--- src/rtl/lcd_host_pkg.sv ---
package lcd_host_pkg;
  typedef enum logic [3:0] {
    REG_MODE  = 4'd0,
    REG_PITCH = 4'd1,
    REG_DUTY  = 4'd2,
    REG_STL   = 4'd3,
    REG_STH   = 4'd4,
    REG_CUL   = 4'd5,
    REG_CUH   = 4'd6
  } reg_code_e;

  localparam int NUM_ADDR = 2;
  localparam int BUS_W    = 8;
endpackage

--- src/rtl/host_sync.sv ---
module host_sync #(
  parameter int W = 1,
  parameter logic [W-1:0] RST_VAL = '0
) (
  input  logic         clk,
  input  logic         rst_n,
  input  logic [W-1:0] d,
  output logic [W-1:0] q
);
  logic [W-1:0] meta;

  always_ff @(posedge clk or negedge rst_n) begin
    if (!rst_n) begin
      meta <= RST_VAL;
      q    <= RST_VAL;
    end else begin
      meta <= d;
      q    <= meta;
    end
  end
endmodule

--- src/rtl/strobe_decode.sv ---
module strobe_decode (
  input  logic clk,
  input  logic rst_n,
  input  logic en_s,
  input  logic cs_n_s,
  input  logic rw_s,
  input  logic rs_s,
  output logic ir_wr,
  output logic dr_wr
);
  logic en_prev;
  logic fall;

  always_ff @(posedge clk or negedge rst_n) begin
    if (!rst_n) en_prev <= 1'b0;
    else        en_prev <= en_s;
  end

  assign fall  = en_prev & ~en_s;
  assign ir_wr = fall & ~cs_n_s & ~rw_s & rs_s;
  assign dr_wr = fall & ~cs_n_s & ~rw_s & ~rs_s;

  AST_DR_SINGLE: assert property (@(posedge clk) disable iff (!rst_n)
    dr_wr |=> !dr_wr);
endmodule

--- src/rtl/ctrl_regs.sv ---
module ctrl_regs
  import lcd_host_pkg::*;
#(
  parameter int BUSY_CYC  = 16,
  parameter int ADDR_W    = 16,
  parameter int PITCH_W   = 4,
  parameter int DUTY_W    = 7,
  parameter int PITCH_RST = 6
) (
  input  logic               clk,
  input  logic               rst_n,
  input  logic               ir_wr,
  input  logic               dr_wr,
  input  logic [BUS_W-1:0]   wdata,
  output logic [3:0]         icode,
  output logic               disp_on,
  output logic               master,
  output logic [PITCH_W-1:0] pitch,
  output logic [DUTY_W-1:0]  duty,
  output logic [ADDR_W-1:0]  start_addr,
  output logic [ADDR_W-1:0]  cursor_addr,
  output logic               busy,
  output logic               wr_valid,
  output logic [3:0]         wr_code,
  output logic [BUS_W-1:0]   wr_data
);
  localparam int HI_W  = ADDR_W - 8;
  localparam int CNT_W = $clog2(BUSY_CYC + 1);

  logic [CNT_W-1:0] busy_cnt;
  logic [7:0]       alo [NUM_ADDR];
  logic [HI_W-1:0]  ahi [NUM_ADDR];

  always_ff @(posedge clk or negedge rst_n) begin
    if (!rst_n)     icode <= 4'd0;
    else if (ir_wr) icode <= wdata[3:0];
  end

  always_ff @(posedge clk or negedge rst_n) begin
    if (!rst_n) begin
      disp_on <= 1'b0;
      master  <= 1'b0;
      pitch   <= PITCH_W'(PITCH_RST);
      duty    <= '0;
    end else if (dr_wr) begin
      case (icode)
        REG_MODE:  begin disp_on <= wdata[0]; master <= wdata[1]; end
        REG_PITCH: pitch <= wdata[PITCH_W-1:0];
        REG_DUTY:  duty  <= wdata[DUTY_W-1:0];
        default: ;
      endcase
    end
  end

  for (genvar g = 0; g < NUM_ADDR; g++) begin : g_addr
    localparam logic [3:0] LO_CODE = 4'(REG_STL + 2 * g);
    localparam logic [3:0] HI_CODE = 4'(REG_STH + 2 * g);
    always_ff @(posedge clk or negedge rst_n) begin
      if (!rst_n) begin
        alo[g] <= '0;
        ahi[g] <= '0;
      end else if (dr_wr) begin
        if (icode == LO_CODE) alo[g] <= wdata;
        if (icode == HI_CODE) ahi[g] <= wdata[HI_W-1:0];
      end
    end
  end

  assign start_addr  = {ahi[0], alo[0]};
  assign cursor_addr = {ahi[1], alo[1]};

  always_ff @(posedge clk or negedge rst_n) begin
    if (!rst_n)              busy_cnt <= '0;
    else if (dr_wr)          busy_cnt <= CNT_W'(BUSY_CYC);
    else if (busy_cnt != '0) busy_cnt <= busy_cnt - 1'b1;
  end
  assign busy = (busy_cnt != '0);

  always_ff @(posedge clk or negedge rst_n) begin
    if (!rst_n) begin
      wr_valid <= 1'b0;
      wr_code  <= 4'd0;
      wr_data  <= '0;
    end else begin
      wr_valid <= dr_wr;
      if (dr_wr) begin
        wr_code <= icode;
        wr_data <= wdata;
      end
    end
  end

  AST_BUSY_ON_WRITE: assert property (@(posedge clk) disable iff (!rst_n)
    dr_wr |=> busy);
  AST_BUSY_BOUND: assert property (@(posedge clk) disable iff (!rst_n)
    busy_cnt <= CNT_W'(BUSY_CYC));
  AST_PITCH_HOLD: assert property (@(posedge clk) disable iff (!rst_n)
    !dr_wr |=> $stable(pitch));
  AST_MODE_HOLD: assert property (@(posedge clk) disable iff (!rst_n)
    !dr_wr |=> $stable({disp_on, master}));
  AST_VALID_TRACKS_WRITE: assert property (@(posedge clk) disable iff (!rst_n)
    dr_wr |=> wr_valid);
endmodule

--- src/rtl/lcd_host_port.sv ---
module lcd_host_port
  import lcd_host_pkg::*;
#(
  parameter int BUSY_CYC  = 16,
  parameter int ADDR_W    = 16,
  parameter int PITCH_W   = 4,
  parameter int DUTY_W    = 7,
  parameter int PITCH_RST = 6
) (
  input  logic               clk,
  input  logic               rst_n,
  input  logic               cs_n,
  input  logic               rw,
  input  logic               rs,
  input  logic               en,
  input  logic [7:0]         db_in,
  output logic [7:0]         db_out,
  output logic               db_oe,
  output logic               disp_on,
  output logic               master,
  output logic [PITCH_W-1:0] pitch,
  output logic [DUTY_W-1:0]  duty,
  output logic [ADDR_W-1:0]  start_addr,
  output logic [ADDR_W-1:0]  cursor_addr,
  output logic               wr_valid,
  output logic [3:0]         wr_code,
  output logic [7:0]         wr_data
);
  localparam int HI_W  = ADDR_W - 8;
  localparam int SYN_W = 4 + BUS_W;

  logic [SYN_W-1:0] syn_q;
  logic             cs_n_s, rw_s, rs_s, en_s;
  logic [7:0]       db_s;
  logic             ir_wr, dr_wr, busy;
  logic [3:0]       icode;
  logic [7:0]       rd_sel;

  host_sync #(.W(SYN_W), .RST_VAL({1'b1, {(SYN_W-1){1'b0}}})) u_sync (
    .clk(clk), .rst_n(rst_n),
    .d({cs_n, rw, rs, en, db_in}),
    .q(syn_q)
  );
  assign {cs_n_s, rw_s, rs_s, en_s, db_s} = syn_q;

  strobe_decode u_dec (
    .clk(clk), .rst_n(rst_n),
    .en_s(en_s), .cs_n_s(cs_n_s), .rw_s(rw_s), .rs_s(rs_s),
    .ir_wr(ir_wr), .dr_wr(dr_wr)
  );

  ctrl_regs #(
    .BUSY_CYC(BUSY_CYC), .ADDR_W(ADDR_W), .PITCH_W(PITCH_W),
    .DUTY_W(DUTY_W), .PITCH_RST(PITCH_RST)
  ) u_regs (
    .clk(clk), .rst_n(rst_n),
    .ir_wr(ir_wr), .dr_wr(dr_wr), .wdata(db_s),
    .icode(icode), .disp_on(disp_on), .master(master),
    .pitch(pitch), .duty(duty),
    .start_addr(start_addr), .cursor_addr(cursor_addr),
    .busy(busy), .wr_valid(wr_valid), .wr_code(wr_code), .wr_data(wr_data)
  );

  always_comb begin
    rd_sel = '0;
    case (icode)
      REG_MODE:  rd_sel[1:0]         = {master, disp_on};
      REG_PITCH: rd_sel[PITCH_W-1:0] = pitch;
      REG_DUTY:  rd_sel[DUTY_W-1:0]  = duty;
      REG_STL:   rd_sel              = start_addr[7:0];
      REG_STH:   rd_sel[HI_W-1:0]    = start_addr[ADDR_W-1:8];
      REG_CUL:   rd_sel              = cursor_addr[7:0];
      REG_CUH:   rd_sel[HI_W-1:0]    = cursor_addr[ADDR_W-1:8];
      default: ;
    endcase
  end

  assign db_out = rs ? {busy, 7'b0} : rd_sel;
  assign db_oe  = ~cs_n & rw & en;

  AST_NO_STROBE_DESELECTED: assert property (@(posedge clk) disable iff (!rst_n)
    cs_n_s |-> !(ir_wr || dr_wr));
  AST_STATUS_LOW_ZERO: assert property (@(posedge clk) disable iff (!rst_n)
    rs |-> (db_out[6:0] == 7'd0));
endmodule

--- config.mk ---
export PLATFORM = sky130hd
export DESIGN_NAME = lcd_host_port
export DESIGN_NICKNAME = d
export VERILOG_FILES = /design/src/rtl/lcd_host_pkg.sv /design/src/rtl/host_sync.sv /design/src/rtl/strobe_decode.sv /design/src/rtl/ctrl_regs.sv /design/src/rtl/lcd_host_port.sv
export SDC_FILE = /design/constraint.sdc
export NUM_CORES = 1
export LEC_CHECK = 0
export BUFFER_PORTS_ARGS = -buffer_cell sky130_fd_sc_hd__buf_2
export CORE_UTILIZATION = 58
export CTS_CLUSTER_SIZE = 25
export DETAILED_ROUTE_END_ITERATION = 8
export HOLD_SLACK_MARGIN = 0.03
export PLACE_DENSITY = 0.84
export SYNTH_ARGS = -nofsm -noshare
export SYNTH_HDL_FRONTEND = slang
export SYNTH_SLANG_ARGS = --single-unit
--- constraint.sdc ---
create_clock -name clk -period 4.1 [get_ports clk]
set_clock_uncertainty 0.15 [all_clocks]
set_input_delay 0 -clock clk [delete_from_list [all_inputs] [get_ports clk]]
set_output_delay 0 -clock clk [all_outputs]
set_load 0.02 [all_outputs]
-- After elaboration in Yosys (flattened, before gate mapping)
Index checks and enable logic that the tools add are counted.
- muxes and demuxes: 7
- add/subtract/negate cells: 1
- equality and inequality tests: 6
- bitwise operators: 12
- reductions and logical operators: 10
- operator list (kind ; number):
    one-hot mux 3 bit (5 select lines) ; 1
    one-hot mux 2 bit (7 select lines) ; 1
    AND reduction 2 bit ; 7
    == test 4 x 3 -> 1 bit (second input constant) ; 3
    one-hot mux 2 bit (6 select lines) ; 1
    two-way mux 5 bit ; 2
    == test 4 x 2 -> 1 bit (second input constant) ; 2
    two-way mux 8 bit ; 1
    bitwise AND 1 bit ; 7
    inverter 1 bit ; 5
    nonzero test 5 bit ; 1
    subtractor 5 x 1 -> 5 bit (second input constant) ; 1
    == test 4 x 1 -> 1 bit (second input constant) ; 1
    zero test 4 bit ; 1
    one-hot mux 1 bit (4 select lines) ; 1
    nonzero test 2 bit ; 1
- word-level logic and storage cells: 52
- flip-flop bits (word level): 92
- input bits: 14

-- Depth between registers and ports, before layout
- depth in word-level cells: 6
- depth in mapped cells: 7
- gate-level depth less buffers: 6

-- Hierarchy
A second synthesis with hierarchy kept.
- cells, all modules: 268
- area, all modules: 3877.5 µm²
- by module, submodules not included (module ; seq. area each (µm²) ; cells an instance ; times used ; area each (µm²)):
    ctrl_regs ; 1679.1 ; 163 ; 1 ; 2618.8
    host_sync ; 603.1 ; 24 ; 1 ; 603.1
    lcd_host_port ; 0.0 ; 77 ; 1 ; 580.6
    strobe_decode ; 25.0 ; 4 ; 1 ; 75.1

-- Worst setup path after synthesis
OpenSTA, ideal clock, no wires.
- path type: register to register
- start point: register u_sync.q[8]
- end point: register u_regs.ahi, in the netlist u_regs.start_addr[10]
- slack: 2062 ps
- stages on the path, launching flop included: 6
- period minus slack after synthesis: 2038 ps
- arrival time: 1764 ps
- data required time: 3825 ps
- path buffers: 1
- cells stage by stage: dfrtp_1 nor4b_4 nand2b_1 buf_6 nor4_4 mux2_2
- longest elaborated chain between the ends: 6
- RTL lines (item ; line ; text):
    from (decl) ; host_sync.sv:8 ; output logic [W-1:0] q
    from (signal assigned) ; host_sync.sv:18 ; q <= meta;
    inverter 1 bit ; strobe_decode.sv:19 ; assign fall = en_prev & ~en_s;
    bitwise AND 1 bit ; strobe_decode.sv:19 ;
    bitwise AND 1 bit (3 in a row) ; strobe_decode.sv:21 ; assign dr_wr = fall & ~cs_n_s & ~rw_s & ~rs_s;
    AND reduction 2 bit (no line) ; - ;
    to (signal, indexed assignment) ; ctrl_regs.sv:64 ; if (icode == HI_CODE) ahi[g] <= wdata[HI_W-1:0];
    to (decl) ; ctrl_regs.sv:32 ; logic [HI_W-1:0] ahi [NUM_ADDR];
Every way passes these cells.
A chain may end at the register's enable or synchronous reset.

-- Worst setup path in the final report
- start point: register u_regs.icode[2]
- end point: output port db_out[3]
- longest elaborated chain between the ends: 3
- RTL lines (item ; line ; text):
    from (decl) ; ctrl_regs.sv:15 ; output logic [3:0] icode,
    from (signal assigned) ; ctrl_regs.sv:36 ; else if (ir_wr) icode <= wdata[3:0];
    == test 4 x 3 -> 1 bit, or another cell as far along ; lcd_host_port.sv:66 ; case (icode)
    one-hot mux 2 bit (6 select lines) * ; lcd_host_port.sv:66 ;
    two-way mux 8 bit * ; lcd_host_port.sv:78 ; assign db_out = rs ? {busy, 7'b0} : rd_sel;
    to (decl) ; lcd_host_port.sv:17 ; output logic [7:0] db_out,
Every way passes the cells marked *; elsewhere a longest branch is shown, timed or not.

==> impl_metrics.yaml <==
synthesis:
  yosysTopAreaCell: "dfrtp_1"
  synth_top_area_share_pct: 57.76
  ys_seq_elements: 92
  ys_warn_count: 0
  synth_nets: 309
  synth_area_um2: 3812
  syn_inst: 294
  seq_area_frac_synth_pct: 60.52
  netlist_top_cells_area: "dfrtp_1 (58%), mux2_2 (16%), nand2_1 (4.9%)"
  synth_cell_types: 40
  syn_area_per_cell_um2: 12.97
global_routing:
  grt_pass1_wl_um: 13520
  met3_usage_pct: 4.274
  track_usage_pct: 25.46
  antenna_found_initial: 0
  busiest_layer: "met2"
  grt_use_met2_pct: 39.87
  grt_use_met1_pct: 34.82
  grt_max_degree: 93
  first_global_vias: 2638
  grt_overflow: 0
place:
  io_buffers: 80
  routabilityCongestion: 0.8209
  dp_hpwl_um: 5420
  place_ws_ps: 1508
detailed_routing:
  drtIter0Drc: 145
  drc: 0
  drt_first_pass_iters: 4
  vias_per_cell: 5.647
  wl_per_cell_um: 17.53
  wirelength_um: 8188
  dr_total_vias: 2637
  ant_nets: 0
run_status:
  status: "finished clean"
floorplanning:
  initial_core_util_pct: 60.04
  dieArea_um2: 6901
  die_w_um: 83.08
  row_count: 29
  io_pins: 81
  die_h_um: 83.08
  core_area_um2: 6350
timing:
  tightest_slew_ps: 1126
  timing.final.crit_share_pct: 68.71
  maxSlewHeadroom_pct: 24.94
  rsz0062_at_grt: "no"
  drv_slew: 0
  finalSetupTns_ps: 0
  timing.fmax_mhz: 355.0
  period_needed_ps: 2817
  fin_ws_ps: 1283
  final_hold_viol_count: 0
  finalSetupViolations: 0
min_path:
  hold_depth: 2
  min-delay-start: "db_in[6]"
  holdPathEnd: "u_sync.meta[6]$_DFF_PN0_"
  min_path_type: "in -> reg"
clocking:
  worstSkewPairLatency_ps: 360
  cts_root_buffer: "clkbuf_8"
  clk_pin_slew_ps: 90
  numClockSinks: 92
  numCtsBuffers: 9
  clock_path_buffers: 2
  postCtsSetupRepairBufs: 0
  cts_tree: "done"
  cts.htree.levels: 3
pwr:
  power.leakage_nw: 2.347
  p_total_mw: 2.325
  p_per_area_nw_per_um2: 503.0
  vdd_ir_drop_max_uv: 462.1
worst_setup_path:
  ff2ff_path_depth: 3
  path_cells: "nor2b_1, a221oi_1, a21o_1, a21oi_1, buf_2"
  cp.required_ps: 3950
  worstSetupPathType: "reg -> out"
  cp.arrival_ps: 2670
  slowest_delay_ps: 950
  rr_startpoint: "u_regs.icode[2]$_DFFE_PN0P_"
  crit_cells: 5
  critPathBufInv: 1
  reg2reg_to: "u_regs.start_addr[12]$_DFFE_PN0P_"
  reg2reg_slack_ps: 1490
  critPathMaxFanout: 24
  critPathSlowestCell: "dfrtp_1"
  startpoint_type: "register"
  critical-path-top-delay-family: "flip-flops"
  end_kind: "output port"
final_layout:
  diodes: 0
  area_growth_pct: 21.23
  ff_latch_area_um2: 2307
  nets: 400
  drive_gt1_share_pct: 41.79
  multi_input_area_um2: 1431
  fillers: 426
job:
  cap_violations: 0
## repair_timing
action	in CTS	in global routing
hold buffers	13	0
gates resized for setup	0	0
endpoints found under the hold margin	100	0
endpoints found under the setup margin	0	0
## through the flow
step	hold slack [ps]	cell area, um2	instances	util [%]
after detailed placement	-40.60	4257	438	67.03
after global routing	120.7	4622	467	72.79
after CTS	107.8	4622	467	72.79
final	119.7	4622	467	72.79
after global placement	-42.75	4257	438	67.03
after floorplan	-445.6	3812	294	-
## area by class of cell
class,count,share of cell area (%)
clock buffers,11,3.276
multi-input cells,185,30.97
repair buffers,94,11.69
inverters,3,0.2436
flip-flops and latches,92,49.92
well taps,77,2.084
clock inverters,5,1.814
## cell usage in the layout (no fill, tap or decap), drive strengths merged, types with 4 or more instances in the layout
master / Yosys / layout
nand2: 50 / 50
a21oi: 9 / 9
a22oi: 4 / 4
nor4: 6 / 6
dfrtp: 88 / 88
mux2: 53 / 53
buf: 6 / 81
dfstp: 4 / 4
clkbuf: 8 / 11
dlygate4sd3: 0 / 13
nand2b: 4 / 4
nor2b: 7 / 7
a22o: 10 / 10
nor2: 12 / 12
## registers in the layout (all words and copies together), names as in the netlist, 4 cells and up
register	flops
u_regs.cursor_addr	16
u_regs.start_addr	16
u_sync.meta	12
u_sync.q	12
u_regs.wr_data	8
u_regs.duty	7
u_regs.busy_cnt	5
u_regs.icode	4
u_regs.pitch	4
u_regs.wr_code	4
## layer usage
| layer | vias up | wire length [um] |
|---|---|---|
| li1 | 1219 | - |
| met1 | 1301 | 3686 |
| met2 | 94 | 3907 |
| met3 | 23 | 357 |
| met4 | 0 | 237 |
| met5 | - | 0 |
## cell usage after synthesis (all sizes together)
cell	instances
a211oi	1
dfrtp	88
nand3	2
inv	2
and3b	1
a32o	1
a21oi	9
a31oi	1
dfstp	4
nor2	12
ha	1
a32oi	2
or4b	1
buf	6
clkbuf	8
and2	2
nand2	50
nand4b	1
mux2i	1
o21ai	1
a222oi	2
nor2b	7
clkinv	1
a22oi	4
nor4b	1
nor4	6
nand2b	4
mux2	53
xnor2	2
a21o	1
nor3	2
or2	1
a221oi	1
nor3b	2
a22o	10
o31ai	2
o211ai	1
## report_power, final
group	total, mW	switching, mW	internal, mW
logic	0.467	0.273	0.194
registers	1.16	0.144	1.02
clock network	0.694	0.317	0.377
## worst max-delay path by stage
| stage | from | end |
|---|---|---|
| floorplan | u_sync.q[8]$_DFF_PN0_ | u_regs.start_addr[10]$_DFFE_PN0P_ |
| global placement | u_regs.icode[2]$_DFFE_PN0P_ | u_regs.start_addr[13]$_DFFE_PN0P_ |
| detailed placement | u_regs.icode[2]$_DFFE_PN0P_ | u_regs.start_addr[15]$_DFFE_PN0P_ |
| CTS | u_regs.icode[2]$_DFFE_PN0P_ | db_out[3] |
| global route | u_regs.icode[2]$_DFFE_PN0P_ | db_out[3] |
| finish | u_regs.icode[2]$_DFFE_PN0P_ | db_out[3] |
## kinds of logic after synthesis
family | after synthesis | share of synthesized area (%)
AOI/OAI and AO/OA | 36 | 7.023
xor gates and xnor gates | 2 | 0.4596
adders and majority gates | 1 | 0.3281
buffers and inverters | 17 | 1.936
DFF | 92 | 60.52
muxes | 54 | 15.92
and+or+nand+nor | 92 | 13.82
(Power assumes the default switching activity.)
